$ cat src/rtl/sbc_alu_pkg.sv
package sbc_alu_pkg;

    typedef enum logic [2:0] {
        OP_SUB  = 3'd0,
        OP_SBC  = 3'd1,
        OP_CMP  = 3'd2,
        OP_CPC  = 3'd3,
        OP_SUBK = 3'd4,
        OP_SBCK = 3'd5,
        OP_RSV6 = 3'd6,
        OP_RSV7 = 3'd7
    } alu_op_e;

    typedef struct packed {
        logic s;
        logic v;
        logic n;
        logic z;
        logic c;
    } alu_flags_t;

    typedef struct packed {
        logic legal;
        logic use_imm;
        logic use_cin;
        logic write;
        logic chain_z;
    } alu_ctrl_t;

    function automatic alu_ctrl_t decode_op(input logic [2:0] code);
        alu_ctrl_t ctl;
        ctl = '0;
        case (alu_op_e'(code))
            OP_SUB:  begin ctl.legal = 1'b1; ctl.write = 1'b1; end
            OP_SBC:  begin ctl.legal = 1'b1; ctl.write = 1'b1; ctl.use_cin = 1'b1; ctl.chain_z = 1'b1; end
            OP_CMP:  begin ctl.legal = 1'b1; end
            OP_CPC:  begin ctl.legal = 1'b1; ctl.use_cin = 1'b1; ctl.chain_z = 1'b1; end
            OP_SUBK: begin ctl.legal = 1'b1; ctl.write = 1'b1; ctl.use_imm = 1'b1; end
            OP_SBCK: begin ctl.legal = 1'b1; ctl.write = 1'b1; ctl.use_imm = 1'b1; ctl.use_cin = 1'b1; ctl.chain_z = 1'b1; end
            default: ctl = '0;
        endcase
        return ctl;
    endfunction

endpackage

$ cat src/rtl/sbc_operand_sel.sv
module sbc_operand_sel #(
    parameter int W = 8
) (
    input  logic         use_imm,
    input  logic [W-1:0] reg_val,
    input  logic [W-1:0] imm_val,
    output logic [W-1:0] operand
);
    always_comb begin
        operand = use_imm ? imm_val : reg_val;
    end
endmodule

$ cat src/rtl/sbc_borrow_sub.sv
module sbc_borrow_sub #(
    parameter int W = 8
) (
    input  logic [W-1:0] minuend,
    input  logic [W-1:0] subtrahend,
    input  logic         borrow_in,
    output logic [W-1:0] diff,
    output logic         borrow_out,
    output logic         ovf
);
    logic [W:0] bchain;

    assign bchain[0] = borrow_in;

    for (genvar i = 0; i < W; i++) begin : g_cell
        // full subtractor cell
        assign diff[i]      = minuend[i] ^ subtrahend[i] ^ bchain[i];
        assign bchain[i+1]  = (~minuend[i] & subtrahend[i]) |
                              (~minuend[i] & bchain[i]) |
                              (subtrahend[i] & bchain[i]);
    end

    assign borrow_out = bchain[W];
    // signed overflow: borrow into msb differs from borrow out of msb
    assign ovf        = bchain[W] ^ bchain[W-1];
endmodule

$ cat src/rtl/sbc_flag_gen.sv
module sbc_flag_gen
    import sbc_alu_pkg::*;
#(
    parameter int W = 8
) (
    input  alu_ctrl_t    ctl,
    input  logic [W-1:0] diff,
    input  logic         borrow,
    input  logic         ovf,
    input  alu_flags_t   prev,
    output alu_flags_t   next
);
    logic byte_zero;

    always_comb begin
        byte_zero = (diff == '0);
        if (!ctl.legal) begin
            next = prev;
        end else begin
            next.c = borrow;
            next.z = byte_zero & (~ctl.chain_z | prev.z);
            next.n = diff[W-1];
            next.v = ovf;
            next.s = diff[W-1] ^ ovf;
        end
    end
endmodule

$ cat src/rtl/sbc_alu.sv
module sbc_alu
    import sbc_alu_pkg::*;
#(
    parameter int W = 8
) (
    input  logic         clk,
    input  logic         rst,
    input  logic [2:0]   op_code,
    input  logic [W-1:0] src_a,
    input  logic [W-1:0] src_b,
    input  logic [W-1:0] imm,
    input  logic [4:0]   flags_in,
    output logic [W-1:0] result,
    output logic         result_we,
    output logic [4:0]   flags_out
);
    alu_ctrl_t    ctl;
    alu_flags_t   fin;
    alu_flags_t   fnext;
    logic [W-1:0] rhs;
    logic [W-1:0] diff;
    logic         borrow;
    logic         ovf;
    logic         cin;

    always_comb begin
        ctl = decode_op(op_code);
        fin = alu_flags_t'(flags_in);
        cin = ctl.use_cin & fin.c;
    end

    sbc_operand_sel #(.W(W)) u_sel (
        .use_imm (ctl.use_imm),
        .reg_val (src_b),
        .imm_val (imm),
        .operand (rhs)
    );

    sbc_borrow_sub #(.W(W)) u_sub (
        .minuend    (src_a),
        .subtrahend (rhs),
        .borrow_in  (cin),
        .diff       (diff),
        .borrow_out (borrow),
        .ovf        (ovf)
    );

    sbc_flag_gen #(.W(W)) u_flags (
        .ctl    (ctl),
        .diff   (diff),
        .borrow (borrow),
        .ovf    (ovf),
        .prev   (fin),
        .next   (fnext)
    );

    always_ff @(posedge clk) begin
        if (rst) begin
            result    <= '0;
            result_we <= 1'b0;
            flags_out <= '0;
        end else begin
            result    <= ctl.legal ? diff : '0;
            result_we <= ctl.legal & ctl.write;
            flags_out <= fnext;
        end
    end
endmodule

$ cat config.mk
export PLATFORM = sky130hd
export DESIGN_NAME = sbc_alu
export DESIGN_NICKNAME = d
export VERILOG_FILES = /design/src/rtl/sbc_alu_pkg.sv /design/src/rtl/sbc_operand_sel.sv /design/src/rtl/sbc_borrow_sub.sv /design/src/rtl/sbc_flag_gen.sv /design/src/rtl/sbc_alu.sv
export SDC_FILE = /design/constraint.sdc
export NUM_CORES = 1
export LEC_CHECK = 0
export ABC_CLOCK_PERIOD_IN_PS = 6100
export BUFFER_PORTS_ARGS = -buffer_cell sky130_fd_sc_hd__buf_4
export CAP_MARGIN = 20
export CORE_MARGIN = 2
export CORE_UTILIZATION = 37
export CTS_BUF_LIST = sky130_fd_sc_hd__clkbuf_16
export CTS_CLUSTER_DIAMETER = 150
export CTS_CLUSTER_SIZE = 25
export DETAILED_ROUTE_END_ITERATION = 6
export PLACE_DENSITY = 0.73
export SYNTH_ARGS = -nofsm -noshare
export SYNTH_HDL_FRONTEND = slang
export SYNTH_SLANG_ARGS = --single-unit
$ cat constraint.sdc
create_clock -name clk -period 6.1 [get_ports clk]
set_input_delay 1.83 -clock clk [delete_from_list [all_inputs] [get_ports clk]]
set_output_delay 1.83 -clock clk [all_outputs]
set_load 0.02 [all_outputs]
* Word-level counts from Yosys, hierarchy flattened
Index checks and enable logic that the tools add are counted.
** Word-level totals
- Output and inout bits :: 14
- Bits in registers :: 14
- Memory bits (read-only) :: 0
- Memories kept :: 0
- Logic and storage cells :: 93
- Latch bits :: 0
- Input port bits :: 34
- RAM bits :: 0
** Cells by class
- Muxes and demuxes :: 6
- Equal/unequal tests :: 5
- Bitwise gates (word level) :: 72
- Divide/modulo/power cells :: 0
- Reductions and logical operators :: 7
- Order comparisons :: 0
- Add/subtract/negate cells :: 0
- $mul :: 0
- Shift-type cells :: 0
** Operator list (count)
- $and A1 B1 Y1 :: 27
- $xor A1 B1 Y1 :: 18
- $or A1 B1 Y1 :: 17
- $not A1 Y1 :: 10
- $logic_not A8 Y1 :: 1
- $mux W8 :: 1
- $eq A3 B2 Y1 const B :: 2
- $eq A3 B3 Y1 const B :: 2
- $reduce_or A6 Y1 :: 1
- $mux W5 :: 1
- $mux W1 :: 4
- $reduce_or A2 Y1 :: 2
- $reduce_or A4 Y1 :: 1
- $eq A3 B1 Y1 const B :: 1
- $logic_not A3 Y1 :: 1
- $reduce_or A3 Y1 :: 1

* Logic depth before layout (Yosys ltp)
- Word-level depth :: 31
- Depth in mapped cells :: 17
- Mapped depth without buffers :: 16

* Cells and area by module
A second synthesis with hierarchy kept.
** Second synthesis, totals
- Cell total of the unflattened synthesis :: 83
- Area, all modules :: 879.6 µm²
** Modules (own cells, without submodules)
- sbc_alu :: area each 404.1 µm², cells each 34, instances 1
- sbc_borrow_sub :: area each 236.5 µm², cells each 27, instances 1
- sbc_operand_sel :: area each 131.4 µm², cells each 9, instances 1
- sbc_flag_gen :: area each 107.6 µm², cells each 13, instances 1

* Worst setup path before layout
OpenSTA, ideal clock, no wires.
- Kind :: input to register
- Start :: in op_code[1]
- End :: reg flags_out[1]
- Stages :: 16
- Buffers on the path :: 1
- Arrival time :: 5907 ps
- Slack :: 115 ps
- Required time :: 6022 ps
- Cells stage by stage :: nand2b_1 > buf_6 > mux2_4 > fa_1 > inv_1 > fa_1 > inv_1 > fa_1 > fa_1 > fa_1 > fa_1 > fa_1 > fa_1 > nand4b_1 > o21a_1 > nor3_1
** Between the ends
- Longest elaborated chain between the ends :: 29
- Elaborated cells on any way between the ends :: 70
** Ends and longest elaborated chain
- start, declared :: RTL line sbc_alu.sv:8 : input logic [2:0] op_code,
- $eq A3 B3 Y1 (tied with other cells) :: RTL line sbc_alu_pkg.sv:33 : case (alu_op_e'(code))
- $reduce_or A3 Y1 (no line) or $reduce_or A2 Y1 (tied branches)
- $mux W1 :: RTL line sbc_alu_pkg.sv:33
- $and A1 B1 Y1 or $mux W8 (tied branches) :: RTL line sbc_alu.sv:29, sbc_operand_sel.sv:10
- $and A1 B1 Y1, on equally long branches :: RTL line sbc_borrow_sub.sv:19, sbc_borrow_sub.sv:18
- $or A1 B1 Y1 :: RTL line sbc_borrow_sub.sv:18 : assign bchain[i+1] = (~minuend[i] & subtrahend[i]) |
- $or A1 B1 Y1 :: RTL line sbc_borrow_sub.sv:19 : (~minuend[i] & bchain[i]) |
- $and A1 B1 Y1 :: RTL line sbc_borrow_sub.sv:19
- (+13 left out)
- $or A1 B1 Y1 :: RTL line sbc_borrow_sub.sv:19
- $and A1 B1 Y1 :: RTL line sbc_borrow_sub.sv:19
- $or A1 B1 Y1 :: RTL line sbc_borrow_sub.sv:18
- $or A1 B1 Y1 :: RTL line sbc_borrow_sub.sv:19
- $xor A1 B1 Y1 :: RTL line sbc_borrow_sub.sv:17 : assign diff[i] = minuend[i] ^ subtrahend[i] ^ bchain[i];
- $logic_not A8 Y1 :: RTL line sbc_flag_gen.sv:16 : byte_zero = (diff == '0);
- $and A1 B1 Y1 :: RTL line sbc_flag_gen.sv:21 : next.z = byte_zero & (~ctl.chain_z | prev.z);
- $mux W5 (*) :: RTL line sbc_flag_gen.sv:17 : if (!ctl.legal) begin
- end signal, assigned :: RTL line sbc_alu.sv:65 : flags_out <= fnext;
- end, declared :: RTL line sbc_alu.sv:15 : output logic [4:0] flags_out
Every way passes the cells marked *; elsewhere a longest branch is shown, timed or not.
A chain may end at the register's enable or synchronous reset.

* Final worst setup path
Ends and elaborated chain as after synthesis.

==> out/summary.txt <==
commonest cells after routing, fill and taps aside: 52 x buf_4, 14 x dfxtp_1, 12 x nor2_1, 10 x inv_1, 7 x fa_1
Via density: 4.32
post-cts resize count: 0
GPL Wtd Cong: 0.844
Area after DPL: 1190 um2
Ports: 48
setup tns final: 0 ns
Worst VDD drop: 0.149 mV
crit start category: input port
worst slack at placement: -0.139 ns
FILL cells: 164
switching part of the total: 0.257
HP Start: rst
Max-cap violations: 0
# diodes: 0
Req. time, crit path: 6.27 ns
clk sinks: 14
Net Sw Power: 0.0837 mW
Vias: 666
Worst Hold Class: in -> reg
Die Width: 49.9 um
Top cell by count, worst path: fa_1
Synthesized Nets: 116
crit-path cells: buf_4, nand2b_1, mux2_4, fa_1, inv_1, fa_1, inv_1, fa_1, fa_1, fa_2, fa_1, fa_2, fa_1, nand4b_1, o21a_1, nor3_2
CTS buffer count: 3
Mapped Cells: 73
CTS tree: done
worst slew pin tran: 0.326 ns
row count: 16
H-tree depth: 1
drt wl/cell: 10.8 um
vias in the first global route: 669
Period minus WS final: 5.87 ns
Total GRT Usage: 0.148
Final Cycle Share: 0.962
Pint: 0.242 mW
crit path from: op_code[1]
final WL: 1670 um
final setup violation count: 0
Ys Warns: 0
Crit. End Element: register
# Post-CTS Setup Buffers: 0
Gate power share: 0.306
first-pass GRT wire length: 2690 um
power share of the clock group: 0.373
Fmax achieved: 0.170 GHz
Layout Nets: 171
Final Hold Fails: 0
slowest cell on the critical path: fa_1
Detailed Place HPWL: 1450 um
top cell type's share of synthesized area: 0.360
DIE HEIGHT: 49.9 um
area grow syn2layout: 63.8%
CTS root buf: clkbuf_16
top cells by area, synth: dfxtp_1 36%, fa_1 23%, mux2_4 12%, nor2_1 5.8%, inv_1 4.8%
Placed Cells incl. Taps: 150
Hold-fix buffers, CTS: 0
area leader, netlist: dfxtp_1
worst setup path class: in -> reg
gr ovfl total: 0
CP arrival: 6.04 ns
CP peak stage delay: 0.60 ns
Port Buffers: 47
Final Slew Violations: 0
Core Footprint: 1980 um2
status: finished, final reports clean
Power, Total: 0.326 mW
final non-filler cell total: 154
Seq/Total Area, Yosys: 0.360
library cells used by synthesis: 20
hold slack: 1.81 ns
largest net degree at the start of global routing: 9
drc violations: 0
Slew HR: 0.777
antenna violations before repair: 0
die area: 2490 um2
drt first pass iters: 2
pwr dens: 255 nW/um2
Max FO, Critical Path: 2
layout cell share with drive strength beyond 1: 0.512
DRT iter0 DRCs: 4
RSZ-0062 raised after global routing: false
P_leak: 0.656 nW
worst-case clock buffer depth: 2
Post-Syn Area: 778 um2
Avg Cell Area, Syn: 10.7 um2
CTS clock-pin slew for the worst setup and hold paths: 0.04 ns
initial core utilization: 0.393
Finished Core Util: 0.643
setup ws final: 0.229 ns
flops & latches, synth: 14
commonest non-fill, non-tap cell in the layout: buf_4
Final Cell Area: 1270 um2
Routed Antenna Nets: 0
share of power burned in registers: 0.321
-- flip-flops by register name (all words and copies together), names as in the netlist --
name       count
result         8
result_we      1
flags_out      5
-- power by group through the flow --
stage | Sequential (mW) | Combinational [mW] | Clock, mW
floorplan | 0.120 | 0.0396 | 0
global placement | 0.106 | 0.0977 | 0
detailed placement | 0.106 | 0.0995 | 0
CTS | 0.105 | 0.0995 | 0.123
global route | 0.105 | 0.108 | 0.127
finish | 0.105 | 0.0997 | 0.121
-- Yosys cell counts --
library cell	count
nand2_1	2
fa_1	9
nand3_1	2
nand4b_1	1
buf_6	1
dfxtp_1	14
nand2b_1	2
a211oi_1	2
buf_2	1
nand2_2	1
xnor2_1	1
nor3_1	1
mux2i_1	2
inv_1	10
and3_1	1
nand4_1	1
o21a_1	1
nor2_1	12
mux2_4	6
a21oi_1	3
-- per-layer routing --
layer / global-route usage / part of all wire
met1: 0.175 / 0.41
met2: 0.244 / 0.51
met3: 0.0333 / 0.057
met4: 0.0833 / 0.020
met5: 0 / 0
-- layout make-up --
cell class                      count  area (um2)  area share
Tap cell                           27        33.8      0.0265
Clock buffer                        3        75.1      0.0589
Multi-Input combinational cell     47         454       0.356
Clock inverter                      1        3.75     0.00294
Timing Repair Buffer               52         390       0.306
Sequential cell                    14         280       0.220
Inverter                           10        37.5      0.0294
-- kinds of logic after synthesis --
group           after synthesis  share of synthesized area
simple gates                 23                      0.138
mux                           8                      0.141
xor+xnor                      1                     0.0113
compound gates                6                     0.0482
fa+ha+maj                     9                      0.232
buf+inv                      12                     0.0691
flops                        14                      0.360
-- path summary, 6_finish.rpt --
path / to / cells past startpoint
worst max-delay path: flags_out[1]$_SDFF_PP0_ / 16
worst min-delay path: result_we$_SDFF_PP0_ / 2
-- critical path: cells and delay by family --
family / cells / cell delay (ns)
compound gates: 1 / 0.21
mux: 1 / 0.32
fa+ha+maj: 8 / 3.02
buf+inv: 3 / 0.24
simple gates: 3 / 0.42
No activity file was read; power rests on OpenSTA's default activity.
